<file path="src/rtl/dtmf_qual_pkg.sv">
package dtmf_qual_pkg;

    localparam int CODE_W = 4;

    typedef enum logic [2:0] {
        ST_IDLE,
        ST_QUALIFY,
        ST_SHOW,
        ST_PRESENT,
        ST_RELEASE
    } qual_state_t;

endpackage

</file>
<file path="src/rtl/dtmf_ms_tick.sv">
module dtmf_ms_tick #(
    parameter int DIV = 3580
) (
    input  logic clk,
    input  logic rst_n,
    output logic tick
);
    localparam int PW = (DIV > 1) ? $clog2(DIV) : 1;
    localparam logic [PW-1:0] LAST = PW'(DIV - 1);

    logic [PW-1:0] phase_q;

    always_ff @(posedge clk or negedge rst_n) begin
        if (!rst_n) begin
            phase_q <= '0;
        end else if (phase_q == LAST) begin
            phase_q <= '0;
        end else begin
            phase_q <= phase_q + PW'(1);
        end
    end

    assign tick = (phase_q == LAST);
endmodule

</file>
<file path="src/rtl/dtmf_gap_bridge.sv">
module dtmf_gap_bridge #(
    parameter int GAP_MS = 2,
    parameter int CW     = 4
) (
    input  logic          clk,
    input  logic          rst_n,
    input  logic          tick,
    input  logic          tone_raw,
    input  logic [CW-1:0] code_raw,
    output logic          tone_held,
    output logic [CW-1:0] code_held
);
    always_ff @(posedge clk or negedge rst_n) begin
        if (!rst_n) begin
            code_held <= '0;
        end else if (tone_raw) begin
            code_held <= code_raw;
        end
    end

    generate
        if (GAP_MS == 0) begin : g_no_bridge
            always_ff @(posedge clk or negedge rst_n) begin
                if (!rst_n) begin
                    tone_held <= 1'b0;
                end else begin
                    tone_held <= tone_raw;
                end
            end
            logic unused_tick;
            assign unused_tick = tick;
        end else begin : g_bridge
            localparam int GW = $clog2(GAP_MS + 1);
            localparam logic [GW-1:0] GAP_LIM = GW'(GAP_MS);
            logic [GW-1:0] gap_q;

            always_ff @(posedge clk or negedge rst_n) begin
                if (!rst_n) begin
                    tone_held <= 1'b0;
                    gap_q     <= '0;
                end else if (tone_raw) begin
                    tone_held <= 1'b1;
                    gap_q     <= '0;
                end else if (tick && tone_held) begin
                    if (gap_q == GAP_LIM) begin
                        tone_held <= 1'b0;
                        gap_q     <= '0;
                    end else begin
                        gap_q <= gap_q + GW'(1);
                    end
                end
            end
        end
    endgenerate
endmodule

</file>
<file path="src/rtl/dtmf_tick_timer.sv">
module dtmf_tick_timer #(
    parameter int TW = 6
) (
    input  logic          clk,
    input  logic          rst_n,
    input  logic          clear,
    input  logic          tick,
    input  logic [TW-1:0] target,
    output logic          done
);
    logic [TW-1:0] cnt_q;

    always_ff @(posedge clk or negedge rst_n) begin
        if (!rst_n) begin
            cnt_q <= '0;
        end else if (clear) begin
            cnt_q <= '0;
        end else if (tick) begin
            cnt_q <= cnt_q + TW'(1);
        end
    end

    assign done = tick && (cnt_q == (target - TW'(1)));
endmodule

</file>
<file path="src/rtl/dtmf_digit_qualifier.sv">
module dtmf_digit_qualifier
    import dtmf_qual_pkg::*;
#(
    parameter int CLK_PER_MS = 3580,
    parameter int LATCH_MS   = 39,
    parameter int PRESENT_MS = 8,
    parameter int RELEASE_MS = 28,
    parameter int GAP_MS     = 2
) (
    input  logic              clk,
    input  logic              rst_n,
    input  logic              rx_mode,
    input  logic              tone_raw,
    input  logic [CODE_W-1:0] code_raw,
    output logic [CODE_W-1:0] digit_bus,
    output logic              bus_oe,
    output logic              digit_valid
);
    localparam int MAX_A  = (LATCH_MS > PRESENT_MS) ? LATCH_MS : PRESENT_MS;
    localparam int MAX_MS = (MAX_A > RELEASE_MS) ? MAX_A : RELEASE_MS;
    localparam int TW     = $clog2(MAX_MS + 1);

    logic              tick;
    logic              tone_f;
    logic [CODE_W-1:0] code_f;
    logic              tmr_clear;
    logic              tmr_done;
    logic [TW-1:0]     tmr_target;
    logic              restart;
    qual_state_t       state_q, state_d;
    logic [CODE_W-1:0] cand_q;

    dtmf_ms_tick #(.DIV(CLK_PER_MS)) u_tick (
        .clk   (clk),
        .rst_n (rst_n),
        .tick  (tick)
    );

    dtmf_gap_bridge #(.GAP_MS(GAP_MS), .CW(CODE_W)) u_bridge (
        .clk       (clk),
        .rst_n     (rst_n),
        .tick      (tick),
        .tone_raw  (tone_raw),
        .code_raw  (code_raw),
        .tone_held (tone_f),
        .code_held (code_f)
    );

    dtmf_tick_timer #(.TW(TW)) u_timer (
        .clk    (clk),
        .rst_n  (rst_n),
        .clear  (tmr_clear),
        .tick   (tick),
        .target (tmr_target),
        .done   (tmr_done)
    );

    always_comb begin
        unique case (state_q)
            ST_SHOW:    tmr_target = TW'(PRESENT_MS);
            ST_RELEASE: tmr_target = TW'(RELEASE_MS);
            default:    tmr_target = TW'(LATCH_MS);
        endcase
    end

    // next-state logic
    always_comb begin
        state_d = state_q;
        restart = 1'b0;
        if (!rx_mode) begin
            state_d = ST_IDLE;
        end else begin
            unique case (state_q)
                ST_IDLE: begin
                    if (tone_f) state_d = ST_QUALIFY;
                end
                ST_QUALIFY: begin
                    if (!tone_f)               state_d = ST_IDLE;
                    else if (code_f != cand_q) restart = 1'b1;
                    else if (tmr_done)         state_d = ST_SHOW;
                end
                ST_SHOW: begin
                    if (!tone_f)       state_d = ST_IDLE;
                    else if (tmr_done) state_d = ST_PRESENT;
                end
                ST_PRESENT: begin
                    if (!tone_f) state_d = ST_RELEASE;
                end
                ST_RELEASE: begin
                    if (tmr_done) state_d = ST_IDLE;
                end
                default: state_d = ST_IDLE;
            endcase
        end
    end

    assign tmr_clear = (state_d != state_q) || restart;

    // state register
    always_ff @(posedge clk or negedge rst_n) begin
        if (!rst_n) begin
            state_q <= ST_IDLE;
        end else begin
            state_q <= state_d;
        end
    end

    // outputs and candidate code
    always_ff @(posedge clk or negedge rst_n) begin
        if (!rst_n) begin
            cand_q      <= '0;
            digit_bus   <= '0;
            digit_valid <= 1'b0;
        end else begin
            if ((state_q == ST_IDLE && state_d == ST_QUALIFY) || restart) begin
                cand_q <= code_f;
            end
            if (state_q == ST_QUALIFY && state_d == ST_SHOW) begin
                digit_bus <= cand_q;
            end
            digit_valid <= (state_d == ST_PRESENT) || (state_d == ST_RELEASE);
        end
    end

    assign bus_oe = rx_mode;
endmodule

</file>
<file path="config.mk">
export PLATFORM = sky130hd
export DESIGN_NAME = dtmf_digit_qualifier
export DESIGN_NICKNAME = d
export VERILOG_FILES = /design/src/rtl/dtmf_qual_pkg.sv /design/src/rtl/dtmf_ms_tick.sv /design/src/rtl/dtmf_gap_bridge.sv /design/src/rtl/dtmf_tick_timer.sv /design/src/rtl/dtmf_digit_qualifier.sv
export SDC_FILE = /design/constraint.sdc
export NUM_CORES = 1
export LEC_CHECK = 0
export ABC_AREA = 0
export BUFFER_PORTS_ARGS = -buffer_cell sky130_fd_sc_hd__buf_2
export CAP_MARGIN = 20
export CORE_MARGIN = 2
export CORE_UTILIZATION = 53
export CTS_CLUSTER_SIZE = 20
export DETAILED_ROUTE_END_ITERATION = 10
export GPL_ROUTABILITY_DRIVEN = 0
export HOLD_SLACK_MARGIN = 0.12
export PLACE_DENSITY = 0.83
export REMOVE_ABC_BUFFERS = 1
export SETUP_SLACK_MARGIN = 0.15
export SYNTH_ARGS = -nofsm -noshare
export SYNTH_HDL_FRONTEND = slang
export SYNTH_SLANG_ARGS = --single-unit
</file>
<file path="constraint.sdc">
create_clock -name clk -period 5.39 [get_ports clk]
set_input_delay 0.2695 -clock clk [delete_from_list [all_inputs] [get_ports clk]]
set_output_delay 0.2695 -clock clk [all_outputs]
set_load 0.02 [all_outputs]
</file>
---- Word level (Yosys, flattened, before mapping) ----
Cells that the tools add are included.
word-level totals
  bits in read-only memories .............. 0
  memories ................................ 0
  logic and storage cells ................. 62
  RAM bits ................................ 0
  bits in latches ......................... 0
  output and inout port bits .............. 6
  register bits after elaboration ......... 37
operators by class
  $add $sub $neg .......................... 4
  reductions and logical operators ........ 12
  bitwise gates (word level) .............. 0
  shift operators ......................... 0
  muxes and demuxes ....................... 24
  order comparisons ....................... 0
  equality and inequality tests ........... 13
  divide/modulo/power cells ............... 0
  multiply operators ...................... 0
operators with widths
  kind                     count
  $mux W3                  9
  $pmux W3 S5              1
  $add A12 B1 Y12 const B  1
  $eq A12 B12 Y1 const B   1
  $eq A3 B2 Y1 const B     4
  $mux W12                 1
  $mux W6                  2
  $pmux W6 S2              1
  $mux W1                  7
  $add A6 B1 Y6 const B    1
  $eq A3 B1 Y1 const B     2
  $eq A3 B3 Y1 const B     2
  $eq A6 B6 Y1             1
  $mux W2                  3
  $reduce_bool A2 Y1       3
  $sub A6 B1 Y6 const B    1
  $logic_and A1 B1 Y1      4
  $ne A4 B4 Y1             1
  $logic_not A3 Y1         1
  $logic_or A1 B1 Y1       3
  $ne A3 B3 Y1             1
  $add A2 B1 Y2 const B    1
  $eq A2 B2 Y1 const B     1
  $reduce_and A2 Y1        1

---- Longest topological paths before layout ----
  word-level depth ........................ 13
  mapped depth ............................ 7

---- Cells and area by module ----
Synthesis repeated with hierarchy kept, for this count alone.
unflattened totals
  cells, all modules ...................... 184
  area, all modules ....................... 2006.9 sq um
by module, submodules not included
  module                area each (sq um)  cells an instance  seq. area each (sq um)  times used
  dtmf_digit_qualifier  649.4              58                 300.3                   1
  dtmf_ms_tick          626.9              62                 300.3                   1
  dtmf_tick_timer       417.9              44                 150.1                   1
  dtmf_gap_bridge       312.8              20                 175.2                   1

---- Worst setup path before layout ----
No wires, ideal clock.
  path kind ............................... register -> register
  start ................................... reg state_q[1]
  end ..................................... reg digit_bus[0]
  path buffers ............................ 1
  setup time .............................. 0.125 ns
  slack ................................... 3.575 ns
  arrival ................................. 1.690 ns
  stages on the path, launching flop included .. 7
  period minus slack after synthesis ...... 1.815 ns
  cell sequence ........................... dfrtp_1 -> buf_2 -> nor3b_4 -> mux2i_4 -> o211a_4 -> nand3_4 -> mux2_4
on the way
  cells in the longest elaborated chain, start to end .. 12
ends and longest elaborated chain
  item                                          line                                                    text
  from (decl)                                   dtmf_digit_qualifier.sv:30                              qual_state_t state_q, state_d;
  from (signal assigned)                        dtmf_digit_qualifier.sv:104                             state_q <= state_d;
  $eq A3 B3 Y1 or $eq A3 B2 Y1 (tied branches)  dtmf_digit_qualifier.sv:59, dtmf_digit_qualifier.sv:73
  $pmux W6 S2                                   dtmf_digit_qualifier.sv:59                              unique case (state_q)
  $sub A6 B1 Y6                                 dtmf_tick_timer.sv:23                                   assign done = tick && (cnt_q == (target - TW'(1)));
  $eq A6 B6 Y1                                  dtmf_tick_timer.sv:23
  $logic_and A1 B1 Y1                           dtmf_tick_timer.sv:23
  $mux W3                                       dtmf_digit_qualifier.sv:80                              else if (tmr_done) state_d = ST_SHOW;
  $mux W3                                       dtmf_digit_qualifier.sv:79                              else if (code_f != cand_q) restart = 1'b1;
  $mux W3                                       dtmf_digit_qualifier.sv:78                              if (!tone_f) state_d = ST_IDLE;
  $pmux W3 S5                                   dtmf_digit_qualifier.sv:73                              unique case (state_q)
  $mux W3                                       dtmf_digit_qualifier.sv:70                              if (!rx_mode) begin
  $eq A3 B2 Y1                                  dtmf_digit_qualifier.sv:118                             if (state_q == ST_QUALIFY && state_d == ST_SHOW) begin
  $logic_and A1 B1 Y1 *                         dtmf_digit_qualifier.sv:118
  to (signal assigned)                          dtmf_digit_qualifier.sv:119                             digit_bus <= cand_q;
  to (decl)                                     dtmf_digit_qualifier.sv:15                              output logic [CODE_W-1:0] digit_bus,
Every way passes the cells marked *; elsewhere a longest branch is shown, timed or not.
A chain may end at the register's enable or synchronous reset.

---- Final worst setup path ----
  start ................................... reg u_tick.phase_q[0]
  end ..................................... reg u_timer.cnt_q[4]
on the way
  cells in the longest elaborated chain, start to end .. 10
ends and longest elaborated chain
  item                                           line                        text
  from (decl)                                    dtmf_ms_tick.sv:11          logic [PW-1:0] phase_q;
  from (signal assigned)                         dtmf_ms_tick.sv:19          phase_q <= phase_q + PW'(1);
  $eq A12 B12 Y1 *                               dtmf_ms_tick.sv:23          assign tick = (phase_q == LAST);
  $logic_and A1 B1 Y1                            dtmf_tick_timer.sv:23
  $mux W3                                        dtmf_digit_qualifier.sv:80
  $mux W3                                        dtmf_digit_qualifier.sv:79
  $mux W3                                        dtmf_digit_qualifier.sv:78
  $pmux W3 S5                                    dtmf_digit_qualifier.sv:73
  $mux W3                                        dtmf_digit_qualifier.sv:70
  $ne A3 B3 Y1                                   dtmf_digit_qualifier.sv:97  assign tmr_clear = (state_d != state_q) || restart;
  $logic_or A1 B1 Y1                             dtmf_digit_qualifier.sv:97
  $mux W6 or $reduce_bool A2 Y1 (tied branches)  -
  to (signal assigned)                           dtmf_tick_timer.sv:19       cnt_q <= cnt_q + TW'(1);
  to (decl)                                      dtmf_tick_timer.sv:11       logic [TW-1:0] cnt_q;
Marks and branches as above.

==> impl_metrics.yaml <==
synth:
  seq_area_frac_synth_pct: 47.9
  ys_ff_latch: 37
  yosysTopAreaCellShare_pct: 47.9
  synth-edff-count: 0
  synth.avg_cell_area_um2: 11.0
  syn_area_um2: 1930
  yosysUniqueCellTypes: 45
  synth.area.top_cells: "dfrtp_1 48%, xor2_1 5.9%, nor2_1 4.5%"
  async_reset_ff_share_pct: 100
  netlist_instances: 175
  synth_common_cells: "37 x dfrtp_1, 23 x nor2_1, 13 x xor2_1"
  yosysMostFrequentCell: "dfrtp_1"
  yosys.area.top_type: "dfrtp_1"
  synth_warnings: 0
  synth_ff_type: "dfrtp_1"
floorplan:
  die_y_um: 64.4
  rows: 21
  die_x_um: 64.4
  core_um2: 3420
  io_pins: 14
  die_area_um2: 4140
  initial_core_util_pct: 56.6
grt:
  use_met3_pct: 6.87
  grt_start_max_net_pins: 38
  gr-usage-met1_pct: 23.8
  grtUsageMet2_pct: 38.2
  grt_pass1_wl_mm: 6.54
  overflow: 0
  grt_pass1_vias: 1403
  grt.total_usage_pct: 21.1
  antenna_found_initial: 0
  busiest_layer: "met2"
sta:
  period_minus_slack_ps: 2040
  tightest_slew_ps: 804
  slew_violations: 0
  whs_ps: 151
  fin_setup_tns_ps: 0
  fin_skew_ps: 2.98
  rsz0062_at_grt: "no"
  max_freq_ghz: 0.490
  finalHoldViolCount: 0
  fin_crit_sh_pct: 37.9
  setup_viol: 0
  worst_slew_margin_rel_pct: 46.4
final_layout:
  layout-drive-gt1-share_pct: 20.0
  syn_to_final_growth_pct: 10.0
  diodes: 0
  layout.nets: 199
  fin_area_um2: 2130
setup_path:
  timing.critical_path.slowest_stage_cell: "nor3_2"
  rr_worst_depth: 7
  crit_start: "u_tick.phase_q[0]"
  crit_family: "simple AND/OR/NAND/NOR gates"
  ff2ff_setup_slack_ps: 3350
  required_ps: 5610
  arrival_ps: 2260
  cp-end-kind: "flip-flop"
  endpoint: "u_timer.cnt_q[4]"
  r2r-start: "u_tick.phase_q[0]"
  cpPeakStageDelay_ps: 550
  path_cells: "ha_1 -> nand4_2 -> nor3_2 -> buf_6 -> nand4_1 -> xor2_1 -> nor2_1"
  start_kind: "flip-flop"
  cp_max_fo: 13
  crit_cells: 7
  crit_buf_inv: 1
  rr_endpoint: "u_timer.cnt_q[4]"
  worstSetupPathType: "flip-flop to flip-flop"
cts:
  cts_tree: "done"
  numCtsBuffers: 5
  clock_sink_count: 37
  h-tree-depth: 2
  cts_buffer_depth: 2
  cts_setup_buffers: 0
  clk_latency_ps: 340
  cts_hold_buf: 1
  cts_resized: 0
  clk_pin_slew_worst_paths_ps: 110
  clock-root-buffer: "clkbuf_4"
place:
  dp_hpwl_mm: 2.73
  port-buffer-count: 13
  place_area_um2: 2020
route:
  drc_errors: 0
  drt_iter0_markers: 95
  vias_per_cell: 5.97
  drt_wl_total_mm: 3.79
  routedWlPerCell_um: 16.1
  vias: 1408
  drtPass1Iterations: 4
  ant_nets: 0
power:
  leakagePower_nw: 0.937
  ir_drop_mv: 0.184
  sequentialPowerShare_pct: 55.4
  p_sw_share_pct: 22.7
  clkPwrFrac_pct: 37.6
  p_comb_share_pct: 7.0
  total_power_mw: 0.532
  internal-power_mw: 0.411
  power-per-cell-area_nw_per_um2: 250
  p_switching_mw: 0.121
worst_hold_path:
  holdCritPathClass: "primary input to flip-flop"
outcome:
  outcome: "complete, no violations"
job:
  drv_cap: 0
[per-stage QoR]
stage                     utilization, %  worst slack (ps)  std cells
final                               62.2              3350        236
after global routing                62.2              3200        236
after CTS                           61.9              2990        235
after detailed placement            59.1              3000        226
after global placement              59.1              3190        226
after floorplan                        -              2920        167
[power by group through the flow]
| stage | Combinational (mW) | Clock (mW) | Sequential (mW) |
|---|---|---|---|
| detailed placement | 0.0374 | 0 | 0.300 |
| floorplan | 0.0236 | 0 | 0.297 |
| CTS | 0.0381 | 0.204 | 0.295 |
| finish | 0.0373 | 0.200 | 0.295 |
| global placement | 0.0348 | 0 | 0.299 |
| global route | 0.0424 | 0.218 | 0.296 |
[cell usage in the layout, fill, tap and decap left out, types with 3 or more instances in the layout]
cell,instances
mux2_4,4
o21ai_1,3
o21ai_0,3
nand3_1,3
mux2_1,4
nand4_1,6
xor2_1,13
mux2_2,4
nor2b_1,3
nor2_1,23
xnor2_1,4
buf_2,13
inv_1,3
a21oi_1,5
clkbuf_4,5
nand2_1,12
nand3b_1,5
dfrtp_1,37
[flip-flops by register name, indices dropped and copies added, names as in the netlist, 2 cells and up]
name and flops:
u_tick.phase_q 12, u_timer.cnt_q 6, cand_q 4, digit_bus 4
u_bridge.code_held 4, state_q 3, u_bridge.g_bridge.gap_q 2
[how the worst min path moves through the flow]
stage	startpoint	endpoint	slack, ps	cells past startpoint
floorplan	rst_n	cand_q[0]	-30	0
finish	code_raw[0]	u_bridge.code_held[0]	150	2
CTS	code_raw[0]	u_bridge.code_held[0]	150	2
detailed placement	rst_n	u_tick.phase_q[7]	400	1
global placement	rst_n	u_tick.phase_q[7]	380	1
global route	code_raw[0]	u_bridge.code_held[0]	120	2
[final cells by class]
class	count	area, µm²
clock buffers	7	55.1
flip-flops and latches	37	926
inverters	3	11.3
well taps	46	57.6
clock inverters	1	30.0
fillers	272	1290
multi-input cells	127	960
repair buffers	15	86.3
[worst register-to-register path: stages, from the launching register on]
cell and delay (ps):
dfrtp_1 410, ha_1 240, nand4_2 160, nor3_2 550
buf_6 240, nand4_1 130, xor2_1 150, nor2_1 50
[logic make-up after synthesis]
group           count (synthesis)  share of synthesized area (%)
xor+xnor                       17                           7.71
simple gates                   72                           22.7
mux                            15                           9.97
compound gates                 21                           7.77
flops                          37                           47.9
buf+inv                        11                           2.66
fa+ha+maj                       2                           1.30
[per-layer routing]
metal  part of all wire (%)  up-vias
met1                     41      708
met2                     54       37
met5                      0        -
met3                    3.7        5
li1                       -      658
met4                    1.1        0
Note: power is estimated with default switching activity, not from simulation.
